==> config.mk <==
export PLATFORM = sky130hd
export DESIGN_NAME = jpat_seq
export DESIGN_NICKNAME = d
export VERILOG_FILES = /design/src/rtl/jpat_pkg.sv /design/src/rtl/jpat_rom.sv /design/src/rtl/jpat_repeat.sv /design/src/rtl/jpat_seq.sv
export SDC_FILE = /design/constraint.sdc
export NUM_CORES = 1
export LEC_CHECK = 0
export ABC_AREA = 1
export BUFFER_PORTS_ARGS = -buffer_cell sky130_fd_sc_hd__buf_2
export CORE_MARGIN = 5
export CORE_UTILIZATION = 50
export DETAILED_ROUTE_END_ITERATION = 10
export GPL_TIMING_DRIVEN = 0
export PLACE_DENSITY = 0.74
export SYNTH_ARGS = -nofsm -noshare
export SYNTH_HDL_FRONTEND = slang
export SYNTH_HIERARCHICAL = 1
export SYNTH_SLANG_ARGS = --single-unit
==> constraint.sdc <==
create_clock -name clk -period 7.5 [get_ports clk]
set_clock_uncertainty 0.05 [all_clocks]
set_input_delay 0.375 -clock clk [delete_from_list [all_inputs] [get_ports clk]]
set_output_delay 0.375 -clock clk [all_outputs]
set_load 0.02 [all_outputs]
==> src/rtl/jpat_pkg.sv <==
package jpat_pkg;

  typedef enum logic [2:0] {
    PH_GAP  = 3'd0,
    PH_PRE  = 3'd1,
    PH_CTRL = 3'd2,
    PH_BODY = 3'd3,
    PH_CRC  = 3'd4
  } phase_e;

  localparam int LANES     = 4;
  localparam int BYTE_W    = 8;
  localparam int COL_W     = LANES * BYTE_W;
  localparam int BODY_ROWS = 27;
  localparam int IDX_W     = 5;

  localparam logic [7:0] K_IDLE  = 8'h07;
  localparam logic [7:0] K_START = 8'hFB;
  localparam logic [7:0] B_PRE   = 8'h55;
  localparam logic [7:0] B_SFD   = 8'hD5;

  // lane 0 occupies the low byte
  function automatic logic [COL_W-1:0] pack4(input logic [7:0] b0, input logic [7:0] b1,
                                             input logic [7:0] b2, input logic [7:0] b3);
    return {b3, b2, b1, b0};
  endfunction

  // Body row contents; the alternating stretches are computed from the index parity
  function automatic logic [COL_W-1:0] body_word(input logic [IDX_W-1:0] idx);
    logic [7:0] alt, inv;
    alt = idx[0] ? 8'hEB : 8'hF4;
    inv = idx[0] ? 8'hF4 : 8'hEB;
    if (idx == 5'd0)       return pack4(8'h7E, 8'hB5, 8'h7E, 8'hB5);
    else if (idx <= 5'd8)  return pack4(8'h7E, alt, 8'h7E, alt);
    else if (idx == 5'd9)  return pack4(8'h7E, 8'h7E, 8'h7E, 8'h7E);
    else if (idx <= 5'd16) return pack4(alt, 8'h7E, alt, 8'h7E);
    else if (idx == 5'd17) return pack4(8'hAB, 8'h7E, 8'hAB, 8'h7E);
    else if (idx == 5'd18) return pack4(8'hB5, 8'h7E, 8'hB5, 8'h7E);
    else if (idx <= 5'd25) return pack4(alt, inv, alt, inv);
    else                   return pack4(8'hF4, 8'hAB, 8'hF4, 8'hAB);
  endfunction

  function automatic int unsigned body_len(input logic [IDX_W-1:0] idx);
    case (idx)
      5'd0, 5'd18: return 40;
      5'd9:        return 84;
      default:     return 1;
    endcase
  endfunction

endpackage

==> src/rtl/jpat_rom.sv <==
module jpat_rom
  import jpat_pkg::*;
#(
  parameter int REP_W    = 8,
  parameter int GAP_COLS = 3
) (
  input  phase_e                 phase_i,
  input  logic [IDX_W-1:0]       idx_i,
  input  logic                   long_i,
  output logic [COL_W-1:0]       word_o,
  output logic [LANES-1:0]       ctrl_o,
  output logic [REP_W-1:0]       len_o,
  output logic [IDX_W-1:0]       rows_o
);

  always_comb begin
    word_o = pack4(K_IDLE, K_IDLE, K_IDLE, K_IDLE);
    ctrl_o = '1;
    len_o  = REP_W'(1);
    rows_o = IDX_W'(1);
    case (phase_i)
      PH_GAP: begin
        rows_o = IDX_W'(GAP_COLS);
      end
      PH_PRE: begin
        rows_o = IDX_W'(2);
        if (idx_i == '0) begin
          word_o = pack4(K_START, B_PRE, B_PRE, B_PRE);
          ctrl_o = 4'b0001;
        end else begin
          word_o = pack4(B_PRE, B_PRE, B_PRE, B_SFD);
          ctrl_o = '0;
        end
      end
      PH_CTRL: begin
        word_o = long_i ? pack4(8'hD5, 8'h55, 8'h07, 8'h07)
                        : pack4(8'h55, 8'h55, 8'h13, 8'h07);
        ctrl_o = '0;
      end
      PH_BODY: begin
        rows_o = IDX_W'(BODY_ROWS);
        word_o = body_word(idx_i);
        len_o  = REP_W'(body_len(idx_i));
        ctrl_o = '0;
      end
      PH_CRC: begin
        word_o = long_i ? pack4(8'hF7, 8'hC6, 8'hDB, 8'hD2)
                        : pack4(8'hE6, 8'h42, 8'hBC, 8'h62);
        ctrl_o = '0;
      end
      default: ;
    endcase
  end

endmodule

==> src/rtl/jpat_repeat.sv <==
module jpat_repeat #(
  parameter int REP_W = 8
) (
  input  logic             clk,
  input  logic             rst_n,
  input  logic             clr_i,
  input  logic [REP_W-1:0] len_i,
  output logic [REP_W-1:0] rep_o,
  output logic             done_o
);

  assign done_o = (rep_o == len_i - REP_W'(1));

  always_ff @(posedge clk) begin
    if (!rst_n || clr_i)  rep_o <= '0;
    else if (done_o)      rep_o <= '0;
    else                  rep_o <= rep_o + REP_W'(1);
  end

endmodule

==> src/rtl/jpat_seq.sv <==
module jpat_seq
  import jpat_pkg::*;
#(
  parameter int REP_W    = 8,
  parameter int GAP_COLS = 3
) (
  input  logic        clk,
  input  logic        rst_n,
  input  logic        en_i,
  input  logic        long_sel_i,
  output logic [31:0] data_o,
  output logic [3:0]  ctrl_o,
  output logic        sop_o
);

  phase_e           phase_q, phase_d;
  logic [IDX_W-1:0] idx_q, idx_d;
  logic             pass_q, pass_d;
  logic             var_q, var_d;
  logic             parked_q;

  logic [REP_W-1:0] rep_q, rep_len;
  logic [IDX_W-1:0] phase_rows;
  logic             row_done, last_row, restart;

  jpat_rom #(.REP_W(REP_W), .GAP_COLS(GAP_COLS)) u_rom (
    .phase_i(phase_q), .idx_i(idx_q), .long_i(var_q),
    .word_o(data_o), .ctrl_o(ctrl_o), .len_o(rep_len), .rows_o(phase_rows)
  );

  jpat_repeat #(.REP_W(REP_W)) u_rep (
    .clk(clk), .rst_n(rst_n), .clr_i(!en_i || parked_q),
    .len_i(rep_len), .rep_o(rep_q), .done_o(row_done)
  );

  assign sop_o    = !parked_q && (phase_q == PH_PRE) && (idx_q == '0);
  assign last_row = row_done && (idx_q == phase_rows - IDX_W'(1));
  // a new repetition begins here; the variant is taken only on this edge
  assign restart  = en_i && (parked_q || (phase_q == PH_GAP && last_row));

  always_comb begin
    phase_d = phase_q;
    idx_d   = idx_q;
    pass_d  = pass_q;
    var_d   = var_q;
    if (restart) begin
      phase_d = PH_PRE;
      idx_d   = '0;
      var_d   = long_sel_i;
    end else if (last_row) begin
      idx_d = '0;
      case (phase_q)
        PH_PRE:  phase_d = PH_CTRL;
        PH_CTRL: begin
          phase_d = PH_BODY;
          pass_d  = 1'b0;
        end
        PH_BODY: begin
          if (var_q && !pass_q) pass_d = 1'b1;
          else                  phase_d = PH_CRC;
        end
        PH_CRC:  phase_d = PH_GAP;
        default: phase_d = PH_GAP;
      endcase
    end else if (row_done) begin
      idx_d = idx_q + IDX_W'(1);
    end
  end

  always_ff @(posedge clk) begin
    if (!rst_n || !en_i) begin
      phase_q  <= PH_GAP;
      idx_q    <= '0;
      pass_q   <= 1'b0;
      parked_q <= 1'b1;
      if (!rst_n) var_q <= 1'b0;
    end else begin
      phase_q  <= phase_d;
      idx_q    <= idx_d;
      pass_q   <= pass_d;
      var_q    <= var_d;
      parked_q <= 1'b0;
    end
  end

endmodule

==> metrics <==
status=finished, final reports clean; P per Cell Area=a little over 90 nW/um2; RSZ-0062 raised after global routing=false; post-synth design cell area=between 2000 and 2500 um2; worst-path maximum fanout=10; Final Cycle Share=52.19%; Cells after DPL=around 440; Avg Inst Size Synth=between 5 and 6 um2; die extent in x=~74 um; crit-path max cell delay=520 ps; Max Transition Viols Final=0; Post-CTS Hold Fix Bufs=0; Gate power share=around a fifth; Initial Util=roughly 51%; H-tree levels=1; most common cell after layout, fill and taps aside=nand2_1; storage element area=roughly 400 um2; initial DRC count=136; Gates resized, CTS repair=0; worst-margin pin slew=about 620 ps; Max-slew headroom=between 50% and 60%; Residual DRC=0; clk_lat worst skew=between 200 and 300 ps; Vias=roughly 2100; clock power share=approximately a third; Final Hold Fails=0; vias in the first global route=~1900; Max-Cap Viols=0; Reg clk slew, reported paths=around 70 ps; Gate Count Post-Synth=344; Worst path slowest cell=a21oi_1; final worst slack=~3600 ps; final instance area=between 2000 and 2500 um2; initial antenna violation count=0; Lkg Pwr=approximately 1.3 nW; kind of start point of the critical path=flip-flop; worst-path cell chain=nor2_4 -> nand2_2 -> inv_2 -> nand2_1 -> a21oi_1 -> nor2_1 -> inv_1 -> ha_1 -> inv_1 -> nand2_1 -> nand2_1 -> nand2_1 -> nand2_1 -> nor2_1 -> nand3_2 -> nor2_1 -> nand3_1 -> nor2_1 -> nand2_1 -> nor2_4 -> nand2_2 -> nand2_2 -> nand2_2 -> nand2_1; sw frac=29.08%; layout cells sized above 1=23.85%; WL final=between 4 and 5 mm; core area=slightly below 4000 um2; All-Layer GR Usage=17.51%; Diodes inserted=0; clock sink count=19; Hold Crit Class=input pin to flip-flop; routed vias/inst=around 4.8; pin count of the biggest net entering global routing=14; HPWL after detailed placement=roughly 3.8 mm; clk buf depth=2; Seq/Total Area, Yosys=between 10% and 20%; gpl congestion=approximately 0.85; drt first pass iters=4; Distinct cells, synth=32; Synth Flop Type=dfxtp_1; worst vdd ir=around 0.000094 V; routed wire length per instance=roughly 10 um; synth warn=6; async set-reset flop share out of synthesis=0%; critical path type=flip-flop to flip-flop; final net count=400; Arrival @ worst endpoint=3840 ps; post-layout minimum cycle time=approximately 3900 ps; antenna viol nets, final=0; final number of setup-violating endpoints=0; Crit. End Element=flip-flop; number of synthesized register bits=19; I/O pins=between 40 and 50; final setup TNS=0 ps; EDFF count, synth=1; FMAX=~260 MHz; Crit path top cell by count=nand2_1; first-pass GRT wire length=roughly 7.7 mm; Die ar.=about 5400 um2; Layout Area Growth over Synthesis=15.67%; TritonCTS clock tree=yes; Setup Buffers After CTS=0; placement-stage cell area=2291 um2; fin cells=440; Net Switching=roughly 0.000063 W; required time of the critical path=7430 ps; Power Internal=0.0001548 W; sequential share of power=a little under half; pre-CTS setup slack=approximately 3700 ps; GR Overflow Total=0; TritonCTS Buffers=3; most frequent cells in the layout=nand2_1, inv_1, nor2_1; row count=23; port bufs=40; fillcell total=411; CTS root buffer=clkbuf_8; area of the multi-input gates=between 1000 and 1500 um2; die height=~74 um
-- worst paths after layout --
path | endpoint | from | slack, ps | cells after the start
setup / recovery | var_q | idx_q[3] | 3590 | 24
hold / removal | parked_q | rst_n | 340 | 2
setup reg to reg | var_q | idx_q[3] | 3590 | 24
hold reg to reg | u_rep/rep_o[0] | u_rep/rep_o[0] | 430 | 1
-- layer usage --
metal | global-route usage [%] | share of wire (%) | up-vias
met5 | 0 | 0 | -
met4 | 5.634 | 1.1 | 0
met3 | 1.231 | 5.3 | 7
met2 | 32.68 | 50 | 48
met1 | 20.93 | 43 | 895
li1 | - | - | 1144
-- flip-flops by register name (all words and copies together), names as in the netlist --
name         count
pass_q           1
u_rep/rep_o      8
parked_q         1
var_q            1
phase_q          3
idx_q            5
-- area by class of cell --
class	count	share of cell area, %
tap	50	2.677
multi-input combinational	257	56.58
clock buffer	3	1.767
inverter	56	9.101
sequential	19	16.70
clock inverter	1	0.2141
buffer	14	4.390
timing repair buffer	40	8.565
-- power groups by stage --
stage               clock network, W  logic [W]  registers, W
global route               0.0000781  0.0000481      0.000105
finish                     0.0000705  0.0000433      0.000104
detailed placement                 0  0.0000433      0.000107
global placement                   0  0.0000431      0.000107
floorplan                          0  0.0000322      0.000106
CTS                        0.0000742  0.0000434      0.000104
-- Yosys cell counts (2+ instances only) --
cell type	n	area, um2
nor2_2	3	18.77
nor3_1	5	25.02
a21oi_1	6	30.03
nand3_2	5	50.05
nor2_1	47	176.4
nand2_4	2	22.52
dfxtp_1	18	360.4
xnor2_1	5	43.79
inv_1	48	180.2
o21ai_0	4	20.02
nand2_2	8	50.05
xor2_1	11	96.34
nor2_4	6	67.56
buf_4	13	97.59
nand3_1	33	165.2
nand2_1	101	379.1
nand3b_1	2	15.01
nand4_1	3	18.77
inv_2	7	26.28
ha_1	5	62.56
-- per-stage QoR --
stage / hold slack (ps) / util (%) / total power, W
after CTS: 336.6 / 58.85 / 0.0002220
after global placement: 416.5 / 57.69 / 0.0001498
after floorplan: 389.7 / - / 0.0001386
after global routing: 374.5 / 58.85 / 0.0002309
after detailed placement: 420.9 / 57.69 / 0.0001501
final: 339.2 / 58.85 / 0.0002183
-- cells by family (layout without fill, tap and decap cells) --
group           after synthesis  in the layout  share of synthesized area, %
buf+inv                      70            114                         15.60
simple gates                216            216                         49.23
compound gates               17             17                         5.635
fa+ha+maj                     5              5                         3.096
xor+xnor                     16             16                         6.935
flops                        19             19                         19.32
other cells                   1              3                        0.1856
-- worst max-delay path: cells and delay by family (launching register included) --
| kind | cells | cell delay, ps |
|---|---|---|
| flops | 1 | 450 |
| buf+inv | 3 | 260 |
| fa+ha+maj | 1 | 240 |
| simple gates | 19 | 2140 |
| compound gates | 1 | 520 |
Note: power is estimated with default switching activity, not from simulation.
